## src/rtl/pcl_pkg.sv

```systemverilog
package pcl_pkg;

    typedef enum logic [4:0] {
        ST_IDLE,
        ST_PROG_LO,
        ST_PROG_WAIT,
        ST_WR_ON,
        ST_CS_ON,
        ST_FETCH,
        ST_DAT_LO,
        ST_DAT_HI,
        ST_BSY_LO,
        ST_BSY_HI,
        ST_CS_OFF,
        ST_WR_OFF,
        ST_DN_LO,
        ST_DN_HI,
        ST_RB_SEL,
        ST_RB_LO,
        ST_RB_HI,
        ST_RB_REL,
        ST_RB_FLO,
        ST_RB_FHI,
        ST_PASS,
        ST_FAIL
    } pcl_state_e;

    typedef enum logic [1:0] {
        RSN_NONE = 2'd0,
        RSN_INIT = 2'd1,
        RSN_BUSY = 2'd2,
        RSN_DONE = 2'd3
    } pcl_reason_e;

endpackage

```

## src/rtl/pcl_sync.sv

```systemverilog
module pcl_sync #(
    parameter int W = 3
) (
    input  logic         clk,
    input  logic         rst_n,
    input  logic [W-1:0] d,
    output logic [W-1:0] q
);
    logic [W-1:0] meta;

    always_ff @(posedge clk or negedge rst_n) begin
        if (!rst_n) begin
            meta <= '0;
            q    <= '0;
        end else begin
            meta <= d;
            q    <= meta;
        end
    end
endmodule

```

## src/rtl/pcl_phase.sv

```systemverilog
module pcl_phase #(
    parameter int DIV_W = 8
) (
    input  logic             clk,
    input  logic             rst_n,
    input  logic             restart,
    input  logic [DIV_W-1:0] div,
    output logic             tick
);
    logic [DIV_W-1:0] cnt;

    assign tick = (cnt == div);

    always_ff @(posedge clk or negedge rst_n) begin
        if (!rst_n) begin
            cnt <= '0;
        end else if (restart || tick) begin
            cnt <= '0;
        end else begin
            cnt <= cnt + 1'b1;
        end
    end
endmodule

```

## src/rtl/pcl_wait_timer.sv

```systemverilog
module pcl_wait_timer #(
    parameter int LIMIT = 1250000
) (
    input  logic clk,
    input  logic rst_n,
    input  logic run,
    output logic expired
);
    localparam int TW = $clog2(LIMIT + 1);

    logic [TW-1:0] cnt;

    assign expired = (cnt == TW'(LIMIT));

    always_ff @(posedge clk or negedge rst_n) begin
        if (!rst_n) begin
            cnt <= '0;
        end else if (!run) begin
            cnt <= '0;
        end else if (!expired) begin
            cnt <= cnt + 1'b1;
        end
    end


    idle_timer_quiet_chk: assert property (@(posedge clk) disable iff (!rst_n)
        !run |=> !expired);
endmodule

```

## src/rtl/pcl_loader.sv

```systemverilog
module pcl_loader
    import pcl_pkg::*;
#(
    parameter int DATA_W      = 8,
    parameter int CNT_W       = 16,
    parameter int DIV_W       = 8,
    parameter int TIMEOUT_CYC = 1250000
) (
    input  logic              clk,
    input  logic              rst_n,
    input  logic              start,
    input  logic              rb_mode,
    input  logic [CNT_W-1:0]  xfer_len,
    input  logic              busy_chk,
    input  logic [DIV_W-1:0]  half_div,
    input  logic [DATA_W-1:0] s_data,
    input  logic              s_valid,
    output logic              s_ready,
    output logic [DATA_W-1:0] m_data,
    output logic              m_valid,
    output logic              cfg_prog_n,
    output logic              cfg_sel_n,
    output logic              cfg_wr_n,
    output logic              cfg_clk,
    output logic [DATA_W-1:0] cfg_dout,
    output logic              cfg_doe,
    input  logic [DATA_W-1:0] cfg_din,
    input  logic              cfg_init_n,
    input  logic              cfg_busy,
    input  logic              cfg_done,
    output logic              busy,
    output logic              ok,
    output logic              fail,
    output logic              abort,
    output logic [1:0]        reason
);
    localparam logic [CNT_W-1:0] ONE = CNT_W'(1);

    pcl_state_e        st_q, st_n;
    logic [CNT_W-1:0]  cnt_q;
    logic [DIV_W-1:0]  div_q;
    logic [DATA_W-1:0] dat_q;
    logic              rb_q, bchk_q;
    pcl_reason_e       reason_q;

    logic [2:0] pins_s;
    logic       init_s, busy_s, done_s;
    logic       tick, expired;
    logic       grp_init, grp_bsy, grp_dn;

    pcl_sync #(.W(3)) u_sync (
        .clk   (clk),
        .rst_n (rst_n),
        .d     ({cfg_init_n, cfg_busy, cfg_done}),
        .q     (pins_s)
    );
    assign init_s = pins_s[2];
    assign busy_s = pins_s[1];
    assign done_s = pins_s[0];

    pcl_phase #(.DIV_W(DIV_W)) u_phase (
        .clk     (clk),
        .rst_n   (rst_n),
        .restart (st_n != st_q),
        .div     (div_q),
        .tick    (tick)
    );

    assign grp_init = (st_q == ST_PROG_LO) || (st_q == ST_PROG_WAIT);
    assign grp_bsy  = (st_q == ST_BSY_LO)  || (st_q == ST_BSY_HI);
    assign grp_dn   = (st_q == ST_DN_LO)   || (st_q == ST_DN_HI);

    pcl_wait_timer #(.LIMIT(TIMEOUT_CYC)) u_timer (
        .clk     (clk),
        .rst_n   (rst_n),
        .run     (grp_init || grp_bsy || grp_dn),
        .expired (expired)
    );

    // Next-state logic
    always_comb begin
        st_n = st_q;
        unique case (st_q)
            ST_IDLE:      if (start) st_n = rb_mode ? ST_RB_SEL : ST_PROG_LO;
            ST_PROG_LO: begin
                if (tick && !init_s)    st_n = ST_PROG_WAIT;
                else if (expired)       st_n = ST_FAIL;
            end
            ST_PROG_WAIT: begin
                if (init_s && !busy_s)  st_n = ST_WR_ON;
                else if (expired)       st_n = ST_FAIL;
            end
            ST_WR_ON:     if (tick) st_n = ST_CS_ON;
            ST_CS_ON:     if (tick) st_n = (cnt_q == '0) ? ST_CS_OFF : ST_FETCH;
            ST_FETCH:     if (s_valid) st_n = ST_DAT_LO;
            ST_DAT_LO:    if (tick) st_n = ST_DAT_HI;
            ST_DAT_HI: begin
                if (tick) begin
                    if (bchk_q && busy_s)  st_n = ST_BSY_LO;
                    else if (cnt_q == ONE) st_n = ST_CS_OFF;
                    else                   st_n = ST_FETCH;
                end
            end
            ST_BSY_LO: begin
                if (expired)    st_n = ST_FAIL;
                else if (tick)  st_n = ST_BSY_HI;
            end
            ST_BSY_HI: begin
                if (expired)             st_n = ST_FAIL;
                else if (tick) begin
                    if (busy_s)            st_n = ST_BSY_LO;
                    else if (cnt_q == '0)  st_n = ST_CS_OFF;
                    else                   st_n = ST_FETCH;
                end
            end
            ST_CS_OFF:    if (tick) st_n = ST_WR_OFF;
            ST_WR_OFF:    if (tick) st_n = done_s ? ST_PASS : ST_DN_LO;
            ST_DN_LO: begin
                if (expired)    st_n = ST_FAIL;
                else if (tick)  st_n = ST_DN_HI;
            end
            ST_DN_HI: begin
                if (expired)    st_n = ST_FAIL;
                else if (tick)  st_n = done_s ? ST_PASS : ST_DN_LO;
            end
            ST_RB_SEL:    if (tick) st_n = (cnt_q == '0) ? ST_RB_REL : ST_RB_LO;
            ST_RB_LO:     if (tick) st_n = ST_RB_HI;
            ST_RB_HI:     if (tick) st_n = (cnt_q == ONE) ? ST_RB_REL : ST_RB_LO;
            ST_RB_REL:    if (tick) st_n = ST_RB_FLO;
            ST_RB_FLO:    if (tick) st_n = ST_RB_FHI;
            ST_RB_FHI:    if (tick) st_n = ST_PASS;
            ST_PASS:      st_n = ST_IDLE;
            ST_FAIL:      st_n = ST_IDLE;
            default:      st_n = ST_IDLE;
        endcase
    end

    // State register
    always_ff @(posedge clk or negedge rst_n) begin
        if (!rst_n) st_q <= ST_IDLE;
        else        st_q <= st_n;
    end

    // Run context, byte count and captured data
    always_ff @(posedge clk or negedge rst_n) begin
        if (!rst_n) begin
            cnt_q    <= '0;
            div_q    <= '0;
            dat_q    <= '0;
            rb_q     <= 1'b0;
            bchk_q   <= 1'b0;
            reason_q <= RSN_NONE;
            m_data   <= '0;
            m_valid  <= 1'b0;
        end else begin
            m_valid <= 1'b0;
            if (st_q == ST_IDLE && start) begin
                rb_q     <= rb_mode;
                bchk_q   <= busy_chk;
                cnt_q    <= xfer_len;
                div_q    <= half_div;
                reason_q <= RSN_NONE;
            end
            if (st_q == ST_FETCH && s_valid) dat_q <= s_data;
            if (st_q == ST_DAT_HI && tick)   cnt_q <= cnt_q - ONE;
            if (st_q == ST_RB_HI && tick) begin
                m_data  <= cfg_din;
                m_valid <= 1'b1;
                cnt_q   <= cnt_q - ONE;
            end
            if (st_n == ST_FAIL && st_q != ST_FAIL) begin
                if (grp_init)     reason_q <= RSN_INIT;
                else if (grp_bsy) reason_q <= RSN_BUSY;
                else              reason_q <= RSN_DONE;
            end
        end
    end

    // Output decode
    always_comb begin
        cfg_prog_n = 1'b1;
        cfg_sel_n  = 1'b1;
        cfg_wr_n   = 1'b1;
        cfg_clk    = 1'b1;
        cfg_doe    = 1'b0;
        s_ready    = 1'b0;
        unique case (st_q)
            ST_PROG_LO: cfg_prog_n = 1'b0;
            ST_WR_ON:   cfg_wr_n   = 1'b0;
            ST_CS_ON, ST_DAT_HI, ST_BSY_HI: begin
                cfg_wr_n  = 1'b0;
                cfg_sel_n = 1'b0;
                cfg_doe   = 1'b1;
            end
            ST_FETCH: begin
                cfg_wr_n  = 1'b0;
                cfg_sel_n = 1'b0;
                cfg_doe   = 1'b1;
                s_ready   = 1'b1;
            end
            ST_DAT_LO, ST_BSY_LO: begin
                cfg_wr_n  = 1'b0;
                cfg_sel_n = 1'b0;
                cfg_doe   = 1'b1;
                cfg_clk   = 1'b0;
            end
            ST_CS_OFF:  cfg_wr_n = 1'b0;
            ST_DN_LO:   cfg_clk  = 1'b0;
            ST_RB_SEL, ST_RB_HI: cfg_sel_n = 1'b0;
            ST_RB_LO: begin
                cfg_sel_n = 1'b0;
                cfg_clk   = 1'b0;
            end
            ST_RB_FLO:  cfg_clk = 1'b0;
            default: ;
        endcase
    end

    assign cfg_dout = dat_q;
    assign busy     = (st_q != ST_IDLE);
    assign ok       = (st_q == ST_PASS);
    assign fail     = (st_q == ST_FAIL);
    assign abort    = (st_q == ST_FAIL);
    assign reason   = reason_q;


    wr_before_sel_chk: assert property (@(posedge clk) disable iff (!rst_n)
        ($fell(cfg_sel_n) && !rb_q) |-> ($past(!cfg_wr_n) && cfg_clk));


    sel_before_wr_release_chk: assert property (@(posedge clk) disable iff (!rst_n)
        $rose(cfg_wr_n) |-> cfg_sel_n);


    doe_in_load_chk: assert property (@(posedge clk) disable iff (!rst_n)
        cfg_doe |-> (!cfg_sel_n && !cfg_wr_n && !rb_q));


    ready_clk_high_chk: assert property (@(posedge clk) disable iff (!rst_n)
        s_ready |-> cfg_clk);


    data_stable_on_rise_chk: assert property (@(posedge clk) disable iff (!rst_n)
        (cfg_doe && $rose(cfg_clk)) |-> $stable(cfg_dout));


    abort_then_idle_chk: assert property (@(posedge clk) disable iff (!rst_n)
        abort |=> (cfg_prog_n && cfg_sel_n && cfg_wr_n && !busy));


    rb_capture_only_chk: assert property (@(posedge clk) disable iff (!rst_n)
        m_valid |-> (rb_q && cfg_wr_n));
endmodule

```

## config.mk

```make
export PLATFORM = sky130hd
export DESIGN_NAME = pcl_loader
export DESIGN_NICKNAME = d
export VERILOG_FILES = /design/src/rtl/pcl_pkg.sv /design/src/rtl/pcl_sync.sv /design/src/rtl/pcl_phase.sv /design/src/rtl/pcl_wait_timer.sv /design/src/rtl/pcl_loader.sv
export SDC_FILE = /design/constraint.sdc
export NUM_CORES = 1
export LEC_CHECK = 0
export BUFFER_PORTS_ARGS = -buffer_cell sky130_fd_sc_hd__buf_2
export CAP_MARGIN = 20
export CORE_ASPECT_RATIO = 0.8
export CORE_MARGIN = 2
export CORE_UTILIZATION = 51
export CTS_CLUSTER_DIAMETER = 50
export DETAILED_ROUTE_END_ITERATION = 7
export PLACE_DENSITY_LB_ADDON = 0.12
export SYNTH_ARGS = -nofsm -noshare
export SYNTH_HDL_FRONTEND = slang
export SYNTH_SLANG_ARGS = --single-unit
```

## constraint.sdc

```tcl
create_clock -name clk -period 2.2 [get_ports clk]
set_input_delay 0.44 -clock clk [delete_from_list [all_inputs] [get_ports clk]]
set_output_delay 0.44 -clock clk [all_outputs]
set_load 0.05 [all_outputs]
```

==> results.py <==
metrics = {
    "placement": {
        "port_buffers": 77,
        "dpl.hpwl_um": 10400,
        "gp_congestion": 1.01,
        "place_inst": 808,
    },
    "clock_tree": {
        "clkTransAtPathRegs_ns": 0.06,
        "cts_buffers": 9,
        "clockRootBuffer": "clkbuf_16",
        "clockBufferDepth": 2,
        "cts.sinks": 84,
        "ctsHoldBuffers": 0,
        "h-tree-depth": 3,
        "clk_latency_ns": 0.34,
        "cts_tree": "done",
    },
    "routing": {
        "highest_layer": "met4",
        "dr_total_vias": 4885,
        "antenna_left": 0,
        "wl_per_cell_um": 17.6,
        "drt-pass1-iter-count": 7,
        "wirelength_um": 14800,
        "viasPerCell": 5.80,
        "drt_iter0_drc": 418,
        "wl_met2_um": 6710,
        "post-route-drc-count": 0,
        "wl_met1_um": 6610,
        "dr_wl_met3_um": 1190,
    },
    "layout": {
        "syn2layout_area_growth_pct": 45.8,
        "fillers": 629,
        "nNetsFinal": 776,
        "final_cell_mix": "buf_4, dfrtp_1, buf_2, nand2_1, nor2_1",
        "final_common_cell": "buf_4",
        "drive_gt1_share_pct": 44.6,
        "fin_cells": 842,
        "antenna_cells": 0,
    },
    "run": {
        "max-cap-violations": 0,
    },
    "synth": {
        "syn_inst": 529,
        "synth-seq-cells": 84,
        "yosysUniqueCellTypes": 68,
        "synth_edf_count": 0,
        "avgSynthCellArea_sq_um": 9.04,
        "syn-num-nets": 583,
        "synthArstFlopShare_pct": 100,
        "syn_area_sq_um": 4780,
        "synth_ff_type": "dfrtp_1",
        "ys.warnings.count": 0,
        "seq_area_frac_synth_pct": 44.0,
    },
    "power_and_ir_drop": {
        "ir_worst_vdd_v": 0.00119,
        "total_leakage_power_nw": 3.25,
        "cellPowerDensity_nw_per_um2": 1300,
    },
    "global_routing": {
        "overflow": 0,
        "grt_max_degree": 51,
        "grt_use_total_pct": 29.1,
        "grt_pass1_vias": 4812,
        "antenna_found_initial": 0,
        "grt_pass1_wl_um": 23700,
    },
    "critical_path": {
        "worstSetupEndpointType": "flop",
        "cp_slowest_cell": "or3b_4",
        "cp_max_fo": 8,
        "cpMostUsedCell": "a31oi_1",
        "max_stage_delay_ns": 0.44,
        "regToRegSetupSlack_ns": -0.28,
        "path_delay_family": "simple AND/OR/NAND/NOR gates",
        "start_kind": "flop",
        "cp_num_buf_inv": 0,
        "crit_arrival_ns": 2.70,
        "path_class": "reg -> reg",
        "path_cells": "or3b_4 -> or3_1 -> a31oi_1 -> a31oi_1 -> o2bb2ai_2 -> and3_4 -> o21ai_4 -> nor2_1",
        "cp.required_ns": 2.42,
    },
    "timing": {
        "tightestPinTransition_ns": 0.653,
        "fin_crit_ns": 2.48,
        "slew_headroom_pct": 56.5,
        "holdWs_ns": 0.129,
        "hold_violations": 0,
        "fin_skew_ns": 0.00636,
        "fmax_mhz": 403,
        "fin_crit_sh_pct": 113,
        "setup-violations-final": 20,
        "rsz0062_at_grt": "true",
        "worst_slack_ns": -0.280,
        "drv_slew": 0,
    },
    "status": {
        "outcome": "complete, but fails checks",
        "violations": "negative setup slack",
    },
    "die": {
        "core_sq_um": 9080,
        "die_h_um": 90.6,
        "dieArea_sq_um": 10200,
        "die_w_um": 112,
        "io_pins": 78,
        "rows": 31,
        "start_util_pct": 52.7,
    },
    "min_path": {
        "hold_class": "in -> async",
    },
}
[logic make-up after synthesis]
group,count (synthesis),share of synthesized area [%]
adder cells (fa/ha/maj),6,1.52
AND/OR/NAND/NOR,253,27.4
flip-flops,84,44.0
AO/OA/AOI/OAI,95,13.1
buffers and inverters,37,3.22
XOR/XNOR,33,6.05
multiplexers,21,4.82
[flip-flops by register name, summed over array words and instances (netlist names)]
| signal | count |
|---|---|
| u_phase.cnt | 8 |
| bchk_q | 1 |
| div_q | 8 |
| cnt_q | 16 |
| st_q | 5 |
| u_sync.meta | 3 |
| u_sync.q | 3 |
| m_valid | 1 |
| reason | 2 |
| m_data | 8 |
| u_timer.cnt | 21 |
| cfg_dout | 8 |
[worst paths after layout]
kind,start,to,depth (start not counted)
worst max-delay path,st_q[1],u_phase.cnt[2],8
worst min-delay path,rst_n,u_timer.cnt[2],1
worst max register to register,st_q[1],u_phase.cnt[2],8
worst min register to register,u_sync.meta[0],u_sync.q[0],0
max in group asynchronous,rst_n,st_q[2],2
min in group clk,cfg_done,u_sync.meta[0],1
[cell type report]
class	instances	area, sq um	share of cell area, %
inverters	11	45.0	0.646
multi-input cells	408	2930	42.0
clock inverters	5	36.3	0.521
flip-flops and latches	84	2110	30.2
clock buffers	11	243	3.48
well taps	115	144	2.06
repair buffers	208	1470	21.0
[stage by stage]
| step | total power, mW | instance area, sq um | worst slack [ns] | util, % | setup TNS (ns) |
|---|---|---|---|---|---|
| finish | 9.06 | 6970 | -0.280 | 76.8 | -3.50 |
| CTS | 8.64 | 6690 | -0.204 | 73.8 | -2.62 |
| floorplan | 5.03 | 4890 | -0.203 | - | -1.48 |
| global placement | 6.69 | 6140 | -0.228 | 67.7 | -2.89 |
| detailed placement | 6.80 | 6140 | -0.295 | 67.7 | -4.04 |
| global route | 9.53 | 6970 | -0.330 | 76.8 | -5.03 |
[Yosys cell counts, drive strengths merged, types with 5 or more instances]
cell	count	area, sq um
mux2i	5	50.1
mux2	16	180
and3	14	87.6
xnor2	19	166
o21ai	19	98.9
nor2	59	226
ha	5	62.6
nor3	21	128
nand2b	15	93.8
or3	11	68.8
a21oi	28	140
xor2	14	123
o211ai	9	67.6
a31oi	7	43.8
buf	7	41.3
nand3	25	130
inv	11	41.3
clkbuf	19	71.3
nand2	72	275
nor2b	7	43.8
dfrtp	84	2100
[per-layer routing]
layer	vias up	track usage, %
met1	2368	42.1
met4	0	8.43
met3	34	5.37
li1	2263	-
met2	220	45.0
met5	-	0
[repair_timing]
item	in CTS	in global routing
resized for setup	51	53
endpoints found under the setup margin	29	35
setup buffers	8	12
pin swaps	12	19
[where the power goes]
part           internal (mW)  switching, mW
Clock                  0.800          0.629
Combinational           2.27           3.14
Sequential              1.93          0.287
Total                   5.00           4.06
(Power assumes the default switching activity.)
